<file path="config.mk">
export PLATFORM = sky130hd
export DESIGN_NAME = cascade_irq_ctrl
export DESIGN_NICKNAME = d
export VERILOG_FILES = /design/src/rtl/cic_pkg.sv /design/src/rtl/cic_sync.sv /design/src/rtl/cic_tmr_latch.sv /design/src/rtl/cic_regs.sv /design/src/rtl/cascade_irq_ctrl.sv
export SDC_FILE = /design/constraint.sdc
export NUM_CORES = 1
export LEC_CHECK = 0
export CAP_MARGIN = 0
export CORE_ASPECT_RATIO = 0.5
export CORE_MARGIN = 3
export CORE_UTILIZATION = 50
export CTS_BUF_LIST = sky130_fd_sc_hd__clkbuf_8
export CTS_CLUSTER_DIAMETER = 200
export DETAILED_ROUTE_END_ITERATION = 16
export PLACE_DENSITY_LB_ADDON = 0.12
export SLEW_MARGIN = 20
export SYNTH_ARGS = -nofsm -noshare
export SYNTH_HDL_FRONTEND = slang
export SYNTH_HIERARCHICAL = 1
export SYNTH_SLANG_ARGS = --single-unit
</file>
<file path="constraint.sdc">
create_clock -name clk -period 3.2 [get_ports clk]
set_clock_uncertainty 0.05 [all_clocks]
set_input_delay 0.32 -clock clk [delete_from_list [all_inputs] [get_ports clk]]
set_output_delay 0.32 -clock clk [all_outputs]
set_load 0.02 [all_outputs]
</file>
<file path="src/rtl/cic_pkg.sv">
package cic_pkg;
  localparam int ADDR_W     = 3;
  localparam int NUM_TIMERS = 2;

  typedef enum logic [ADDR_W-1:0] {
    A_GA_STAT  = 3'd0,
    A_GA_MASK  = 3'd1,
    A_GB_STAT  = 3'd2,
    A_GB_MASK  = 3'd3,
    A_SEC_STAT = 3'd4,
    A_SEC_M0   = 3'd5,
    A_SEC_M1   = 3'd6,
    A_TMR_CLR  = 3'd7
  } cic_addr_e;
endpackage

</file>
<file path="src/rtl/cic_sync.sv">
module cic_sync #(
  parameter int WIDTH  = 8,
  parameter int STAGES = 2
) (
  input  logic             clk,
  input  logic             rst,
  input  logic [WIDTH-1:0] din,
  output logic [WIDTH-1:0] dout
);
  logic [WIDTH-1:0] chain [STAGES];

  always_ff @(posedge clk) begin
    if (rst) chain[0] <= '0;
    else     chain[0] <= din;
  end

  for (genvar s = 1; s < STAGES; s++) begin : g_stage
    always_ff @(posedge clk) begin
      if (rst) chain[s] <= '0;
      else     chain[s] <= chain[s-1];
    end
  end

  assign dout = chain[STAGES-1];
endmodule

</file>
<file path="src/rtl/cic_tmr_latch.sv">
module cic_tmr_latch (
  input  logic clk,
  input  logic rst,
  input  logic pulse_s,
  input  logic clr,
  output logic req
);
  logic prev;
  logic rise;

  assign rise = pulse_s & ~prev;

  always_ff @(posedge clk) begin
    if (rst) begin
      prev <= 1'b0;
      req  <= 1'b0;
    end else begin
      prev <= pulse_s;
      if (rise)     req <= 1'b1;
      else if (clr) req <= 1'b0;
    end
  end

  // a clear coinciding with a new edge leaves the request set
  p_set_wins_r11: assert property (@(posedge clk) disable iff (rst)
    (rise && clr) |=> req);
  // a clear without an edge drops the request
  p_clear_drops_r10: assert property (@(posedge clk) disable iff (rst)
    (clr && !rise) |=> !req);
  // an edge always sets the request
  p_edge_sets_r9: assert property (@(posedge clk) disable iff (rst)
    rise |=> req);
endmodule

</file>
<file path="src/rtl/cic_regs.sv">
module cic_regs
  import cic_pkg::*;
#(
  parameter int GW = 8
) (
  input  logic                  clk,
  input  logic                  rst,
  input  logic [ADDR_W-1:0]     bus_addr,
  input  logic                  bus_wr,
  input  logic [GW-1:0]         bus_wdata,
  input  logic [GW-1:0]         ga_stat,
  input  logic [GW-1:0]         gb_stat,
  input  logic [GW-1:0]         sec_stat,
  output logic [GW-1:0]         ga_mask,
  output logic [GW-1:0]         gb_mask,
  output logic [GW-1:0]         sec_m0,
  output logic [GW-1:0]         sec_m1,
  output logic [GW-1:0]         bus_rdata,
  output logic [NUM_TIMERS-1:0] tmr_clr
);
  cic_addr_e addr;
  assign addr = cic_addr_e'(bus_addr);

  always_ff @(posedge clk) begin
    if (rst) begin
      ga_mask <= '0;
      gb_mask <= '0;
      sec_m0  <= '0;
      sec_m1  <= '0;
    end else if (bus_wr) begin
      case (addr)
        A_GA_MASK: ga_mask <= bus_wdata;
        A_GB_MASK: gb_mask <= bus_wdata;
        A_SEC_M0:  sec_m0  <= bus_wdata;
        A_SEC_M1:  sec_m1  <= bus_wdata;
        default:   ;
      endcase
    end
  end

  always_ff @(posedge clk) begin
    if (rst) bus_rdata <= '0;
    else begin
      case (addr)
        A_GA_STAT:  bus_rdata <= ga_stat;
        A_GA_MASK:  bus_rdata <= ga_mask;
        A_GB_STAT:  bus_rdata <= gb_stat;
        A_GB_MASK:  bus_rdata <= gb_mask;
        A_SEC_STAT: bus_rdata <= sec_stat;
        A_SEC_M0:   bus_rdata <= sec_m0;
        A_SEC_M1:   bus_rdata <= sec_m1;
        default:    bus_rdata <= '0;
      endcase
    end
  end

  always_comb begin
    tmr_clr = '0;
    if (bus_wr && addr == A_TMR_CLR) tmr_clr = bus_wdata[NUM_TIMERS-1:0];
  end

  // masks come out of reset cleared
  p_masks_reset_r1: assert property (@(posedge clk) disable iff (rst)
    $past(rst) |-> (ga_mask == '0 && gb_mask == '0 && sec_m0 == '0 && sec_m1 == '0));
  // writes to status addresses leave every mask alone
  p_status_ro_r8: assert property (@(posedge clk) disable iff (rst)
    (bus_wr && (addr == A_GA_STAT || addr == A_GB_STAT || addr == A_SEC_STAT))
    |=> ($stable(ga_mask) && $stable(gb_mask) && $stable(sec_m0) && $stable(sec_m1)));
  // a mask write is visible the next cycle
  p_mask_write_r2: assert property (@(posedge clk) disable iff (rst)
    (bus_wr && addr == A_GA_MASK) |=> (ga_mask == $past(bus_wdata)));
endmodule

</file>
<file path="src/rtl/cascade_irq_ctrl.sv">
module cascade_irq_ctrl
  import cic_pkg::*;
#(
  parameter int GW          = 8,
  parameter int SYNC_STAGES = 2,
  parameter int MAP0_BIT    = 7,
  parameter int MAP1_BIT    = 3
) (
  input  logic                  clk,
  input  logic                  rst,
  input  logic [ADDR_W-1:0]     bus_addr,
  input  logic                  bus_wr,
  input  logic [GW-1:0]         bus_wdata,
  output logic [GW-1:0]         bus_rdata,
  input  logic [GW-1:0]         grp_a_lines,
  input  logic [GW-1:0]         grp_b_lines,
  input  logic [GW-1:0]         sec_lines,
  input  logic [NUM_TIMERS-1:0] timer_pulse,
  output logic                  cpu_irq0,
  output logic                  cpu_irq1,
  output logic [NUM_TIMERS-1:0] timer_req
);
  localparam int SW = 3 * GW + NUM_TIMERS;

  logic [SW-1:0]         sync_out;
  logic [GW-1:0]         ga_sync, gb_sync, sec_stat;
  logic [NUM_TIMERS-1:0] tmr_sync, tmr_clr;
  logic [GW-1:0]         ga_stat, gb_stat;
  logic [GW-1:0]         ga_mask, gb_mask, sec_m0, sec_m1;
  logic                  casc0, casc1;

  cic_sync #(.WIDTH(SW), .STAGES(SYNC_STAGES)) u_sync (
    .clk  (clk),
    .rst  (rst),
    .din  ({timer_pulse, sec_lines, grp_b_lines, grp_a_lines}),
    .dout (sync_out)
  );

  assign ga_sync  = sync_out[GW-1:0];
  assign gb_sync  = sync_out[2*GW-1:GW];
  assign sec_stat = sync_out[3*GW-1:2*GW];
  assign tmr_sync = sync_out[SW-1:3*GW];

  assign casc0   = |(sec_stat & sec_m0);
  assign casc1   = |(sec_stat & sec_m1);
  assign ga_stat = ga_sync | (GW'(casc0) << MAP0_BIT);
  assign gb_stat = gb_sync | (GW'(casc1) << MAP1_BIT);

  cic_regs #(.GW(GW)) u_regs (
    .clk       (clk),
    .rst       (rst),
    .bus_addr  (bus_addr),
    .bus_wr    (bus_wr),
    .bus_wdata (bus_wdata),
    .ga_stat   (ga_stat),
    .gb_stat   (gb_stat),
    .sec_stat  (sec_stat),
    .ga_mask   (ga_mask),
    .gb_mask   (gb_mask),
    .sec_m0    (sec_m0),
    .sec_m1    (sec_m1),
    .bus_rdata (bus_rdata),
    .tmr_clr   (tmr_clr)
  );

  always_ff @(posedge clk) begin
    if (rst) begin
      cpu_irq0 <= 1'b0;
      cpu_irq1 <= 1'b0;
    end else begin
      cpu_irq0 <= |(ga_stat & ga_mask);
      cpu_irq1 <= |(gb_stat & gb_mask);
    end
  end

  for (genvar t = 0; t < NUM_TIMERS; t++) begin : g_tmr
    cic_tmr_latch u_latch (
      .clk     (clk),
      .rst     (rst),
      .pulse_s (tmr_sync[t]),
      .clr     (tmr_clr[t]),
      .req     (timer_req[t])
    );
  end

  // group A output follows the masked status one cycle later
  p_irq0_follow_r3: assert property (@(posedge clk) disable iff (rst)
    cpu_irq0 == $past(|(ga_sync & ga_mask) || (casc0 && ga_mask[MAP0_BIT])));
  // group B output follows the masked status one cycle later
  p_irq1_follow_r4: assert property (@(posedge clk) disable iff (rst)
    cpu_irq1 == $past(|(gb_sync & gb_mask) || (casc1 && gb_mask[MAP1_BIT])));
  // an enabled secondary hit under mask 0 raises cpu_irq0
  p_cascade0_r5: assert property (@(posedge clk) disable iff (rst)
    (|(sec_stat & sec_m0) && ga_mask[MAP0_BIT]) |=> cpu_irq0);
  // an enabled secondary hit under mask 1 raises cpu_irq1
  p_cascade1_r6: assert property (@(posedge clk) disable iff (rst)
    (|(sec_stat & sec_m1) && gb_mask[MAP1_BIT]) |=> cpu_irq1);
  // outputs are low in the first cycle after reset
  p_out_reset_r1: assert property (@(posedge clk) disable iff (rst)
    $past(rst) |-> (!cpu_irq0 && !cpu_irq1 && timer_req == '0));
endmodule

</file>
==> flow_metrics.env <==
export IMPL_finish_cell_count_without_fillers=517
export IMPL_dp_worst_setup_slack_ns=0.797
export IMPL_cts_root_buffer="sky130_fd_sc_hd__clkbuf_8"
export IMPL_data_required_time_of_the_critical_path_ns=3.41
export IMPL_slew_headroom=0.530
export IMPL_post_cts_repair_setup_buffers=0
export IMPL_rows=21
export IMPL_io_buffer_count=51
export IMPL_clk_transition_reported_paths_ns=0.10
export IMPL_timing_worst_slew_pin_value_ns=0.704
export IMPL_drive_above_1_share=0.0800
export IMPL_io_pins=52
export IMPL_syn_to_final_growth_pct=20.5
export IMPL_cts_path_max_buffers=2
export IMPL_clock_tree_from_tritoncts="built"
export IMPL_final_max_slew_violation_count=0
export IMPL_holdWs_ns=0.332
export IMPL_fin_tns_setup_ns=0
export IMPL_synth_top_cells_by_area="sky130_fd_sc_hd__dfxtp_1 55%, sky130_fd_sc_hd__nor2b_1 9.8%, sky130_fd_sc_hd__nand2_1 7.1%, sky130_fd_sc_hd__a21oi_1 7.0%, sky130_fd_sc_hd__a222oi_1 3.1%"
export IMPL_gp_weighted_congestion=1.01
export IMPL_cts_inserted_buffers=9
export IMPL_asyncSetResetFlopFracSynth=0
export IMPL_syn_area_per_cell_sq_um=9.54
export IMPL_timing_critical_path_from="u_sync/chain[1][18]$_SDFF_PP0_"
export IMPL_postCtsHoldBufs=0
export IMPL_first_pass_iters=8
export IMPL_drt_iter0_drc=369
export IMPL_power_density_nw_per_um2=516
export IMPL_die_area_sq_um=8260
export IMPL_antenna_cells=0
export IMPL_yosysWarningCount=6
export IMPL_yosysTopAreaCellShare=0.549
export IMPL_hp_start="rst"
export IMPL_timing_rr_start="u_sync/chain[1][18]$_SDFF_PP0_"
export IMPL_avgViaCountPerCell=5.53
export IMPL_fin_nets=460
export IMPL_critical_path_fanouts_max=3
export IMPL_start_util=0.525
export IMPL_dpl_cell_area_sq_um=4130
export IMPL_totalPowerFinal_mw=2.22
export IMPL_achievable_frequency_mhz=490
export IMPL_cpPeakStageDelay_ns=0.38
export IMPL_netlist_cell_types=34
export IMPL_postSynthRegisterBits=98
export IMPL_ctsHtreeMaxLevel=3
export IMPL_timing_critical_path_buf_inv=0
export IMPL_timing_critical_path_to_type="flop"
export IMPL_worst_endpoint_arrival_ns=2.25
export IMPL_mappedNetlistNets=415
export IMPL_cp_cell_sequence="a222oi_1, nand3_1, or2_2, mux2_1, a222oi_1, a21oi_1"
export IMPL_critPathMostFrequentCell="sky130_fd_sc_hd__a222oi_1"
export IMPL_setup_viol=0
export IMPL_timing_worst_setup_path_type="reg -> reg"
export IMPL_power_ir_vdd_worst_uv=262
export IMPL_drt_wirelength_um=9440
export IMPL_first_global_vias=2674
export IMPL_design_core_area_sq_um=6810
export IMPL_synth_flop_cell="sky130_fd_sc_hd__dfxtp_1"
export IMPL_clk_latency_ns=0.37
export IMPL_post_route_util=0.633
export IMPL_clock_sink_count=98
export IMPL_placedCellCount=501
export IMPL_cpLargestDelayFamily="compound AO/OA/AOI/OAI gates"
export IMPL_hold_path_class="in -> reg"
export IMPL_first_pass_grt_wire_length_um=14700
export IMPL_worst_slack_ns=1.16
export IMPL_chipWidth_um=126
export IMPL_period_share=0.638
export IMPL_resized_gates_after_cts=0
export IMPL_synth_largest_area_cell="sky130_fd_sc_hd__dfxtp_1"
export IMPL_avgRoutedWirePerCell_um=18.3
export IMPL_drcViolationCount=0
export IMPL_netlist_area_sq_um=3580
export IMPL_global_route_overflow_total=0
export IMPL_status="completed"
export IMPL_place_detailed_hpwl_um=7010
export IMPL_power_leakage_nw=1.57
export IMPL_rsz0062_at_grt="false"
export IMPL_cp_slowest_cell="sky130_fd_sc_hd__dfxtp_1"
export IMPL_postSynthCellCount=375
export IMPL_post_route_cell_area_sq_um=4310
export IMPL_dieHeight_um=65.8
export IMPL_hold_viol=0
export IMPL_period_needed_ns=2.04
export IMPL_start_kind="flop"
export IMPL_synth_edf_count=0
export IMPL_final_antenna_net_count=0
export IMPL_vias=2857
export IMPL_grt_use_total=0.238
export IMPL_largest_net_degree_at_the_start_of_global_routing=42
export IMPL_maxCapViolations=0
export IMPL_antenna_violations_before_repair=0
export IMPL_sequential_element_share_of_the_synthesized_area=0.549
-- cell usage in the layout (no fill, tap or decap) --
cell                               n
sky130_fd_sc_hd__a21oi_1          50
sky130_fd_sc_hd__nor3_2            1
sky130_fd_sc_hd__or2_1             1
sky130_fd_sc_hd__mux2i_1           1
sky130_fd_sc_hd__clkinvlp_4        1
sky130_fd_sc_hd__nand2_1          68
sky130_fd_sc_hd__nand3_2           1
sky130_fd_sc_hd__a22o_1            2
sky130_fd_sc_hd__a221oi_1          1
sky130_fd_sc_hd__clkdlybuf4s50_1  50
sky130_fd_sc_hd__and2_1            2
sky130_fd_sc_hd__nand2b_1         13
sky130_fd_sc_hd__mux2_2            7
sky130_fd_sc_hd__dfxtp_1          98
sky130_fd_sc_hd__inv_6             1
sky130_fd_sc_hd__nand3_1           2
sky130_fd_sc_hd__and4_1            2
sky130_fd_sc_hd__or3_1             1
sky130_fd_sc_hd__clkinv_2          1
sky130_fd_sc_hd__a221oi_2          1
sky130_fd_sc_hd__o21ai_1           1
sky130_fd_sc_hd__mux2_1            8
sky130_fd_sc_hd__a31oi_1           2
sky130_fd_sc_hd__clkinv_4          2
sky130_fd_sc_hd__o21ai_0           9
sky130_fd_sc_hd__and3b_1           2
sky130_fd_sc_hd__inv_1             2
sky130_fd_sc_hd__buf_4             5
sky130_fd_sc_hd__a21o_1            2
sky130_fd_sc_hd__buf_2             1
sky130_fd_sc_hd__a22oi_1           4
sky130_fd_sc_hd__or2_2             1
sky130_fd_sc_hd__clkbuf_8         10
sky130_fd_sc_hd__a222oi_1         11
sky130_fd_sc_hd__nor2b_1          56
sky130_fd_sc_hd__nor2_1            2
sky130_fd_sc_hd__a21oi_2           2
sky130_fd_sc_hd__a31o_1            1
-- Yosys cell counts, types with 2 or more instances --
cell	number
sky130_fd_sc_hd__a21o_1	2
sky130_fd_sc_hd__a21oi_1	50
sky130_fd_sc_hd__a21oi_2	2
sky130_fd_sc_hd__a222oi_1	11
sky130_fd_sc_hd__a22o_1	2
sky130_fd_sc_hd__a22oi_1	4
sky130_fd_sc_hd__a31oi_1	2
sky130_fd_sc_hd__and2_1	2
sky130_fd_sc_hd__and3b_1	2
sky130_fd_sc_hd__and4_1	2
sky130_fd_sc_hd__buf_2	9
sky130_fd_sc_hd__buf_4	3
sky130_fd_sc_hd__clkbuf_1	9
sky130_fd_sc_hd__dfxtp_1	98
sky130_fd_sc_hd__mux2_1	8
sky130_fd_sc_hd__mux2_2	7
sky130_fd_sc_hd__nand2_1	68
sky130_fd_sc_hd__nand2b_1	13
sky130_fd_sc_hd__nand3_1	2
sky130_fd_sc_hd__nor2_1	2
sky130_fd_sc_hd__nor2b_1	56
sky130_fd_sc_hd__o21ai_0	9
-- layout make-up --
class | instances | area, sq um
fillers | 604 | 2500
flip-flops and latches | 98 | 1960
multi-input cells | 254 | 1510
repair buffers | 56 | 543
clock buffers | 10 | 138
well taps | 92 | 115
clock inverters | 6 | 42.5
inverters | 1 | 3.75
-- worst register-to-register path, delay by kind of cell (launching register included) --
| family | cells | cell delay (ns) |
|---|---|---|
| AO/OA/AOI/OAI | 3 | 0.79 |
| AND/OR/NAND/NOR | 2 | 0.43 |
| multiplexers | 1 | 0.29 |
| flip-flops | 1 | 0.38 |
-- layer usage --
layer,wire [um],part of all wire,global-route usage
met2,3690,0.39,0.319
met3,1030,0.11,0.0790
met1,4600,0.49,0.352
met4,114,0.012,0.0838
met5,0,0,0
-- power breakdown --
| part | switching [mW] | internal (mW) |
|---|---|---|
| Combinational | 0.0954 | 0.0977 |
| Sequential | 0.0285 | 1.26 |
| Clock | 0.433 | 0.305 |
| Total | 0.557 | 1.67 |
-- path summary, 6_finish.rpt --
kind                                                  endpoint  slack (ns)  cells past startpoint
worst max-delay path            u_regs/bus_rdata[3]$_SDFF_PP0_        1.16                      6
worst min-delay path             u_sync/chain[1][6]$_SDFF_PP0_        0.33                      2
worst max register to register  u_regs/bus_rdata[3]$_SDFF_PP0_        1.16                      6
worst min register to register  u_sync/chain[1][12]$_SDFF_PP0_        0.39                      1
-- registers in the layout (all words and copies together) (netlist names) --
| register | count |
|---|---|
| cpu_irq1 | 1 |
| u_regs/bus_rdata | 8 |
| u_regs/gb_mask | 8 |
| g_tmr.u_latch/req | 2 |
| u_sync/chain | 52 |
| u_regs/ga_mask | 8 |
| cpu_irq0 | 1 |
| u_regs/sec_m1 | 8 |
| u_regs/sec_m0 | 8 |
| g_tmr.u_latch/prev | 2 |
-- kinds of logic (layout without fill, tap and decap cells) --
family                 after synthesis  count (layout)  synth area share
flip-flops                          98              98             0.549
multiplexers                        16              16            0.0500
AND/OR/NAND/NOR                    152             152             0.221
buffers and inverters               23              73            0.0304
AO/OA/AOI/OAI                       86              86             0.150
Note: power is estimated with default switching activity, not from simulation.
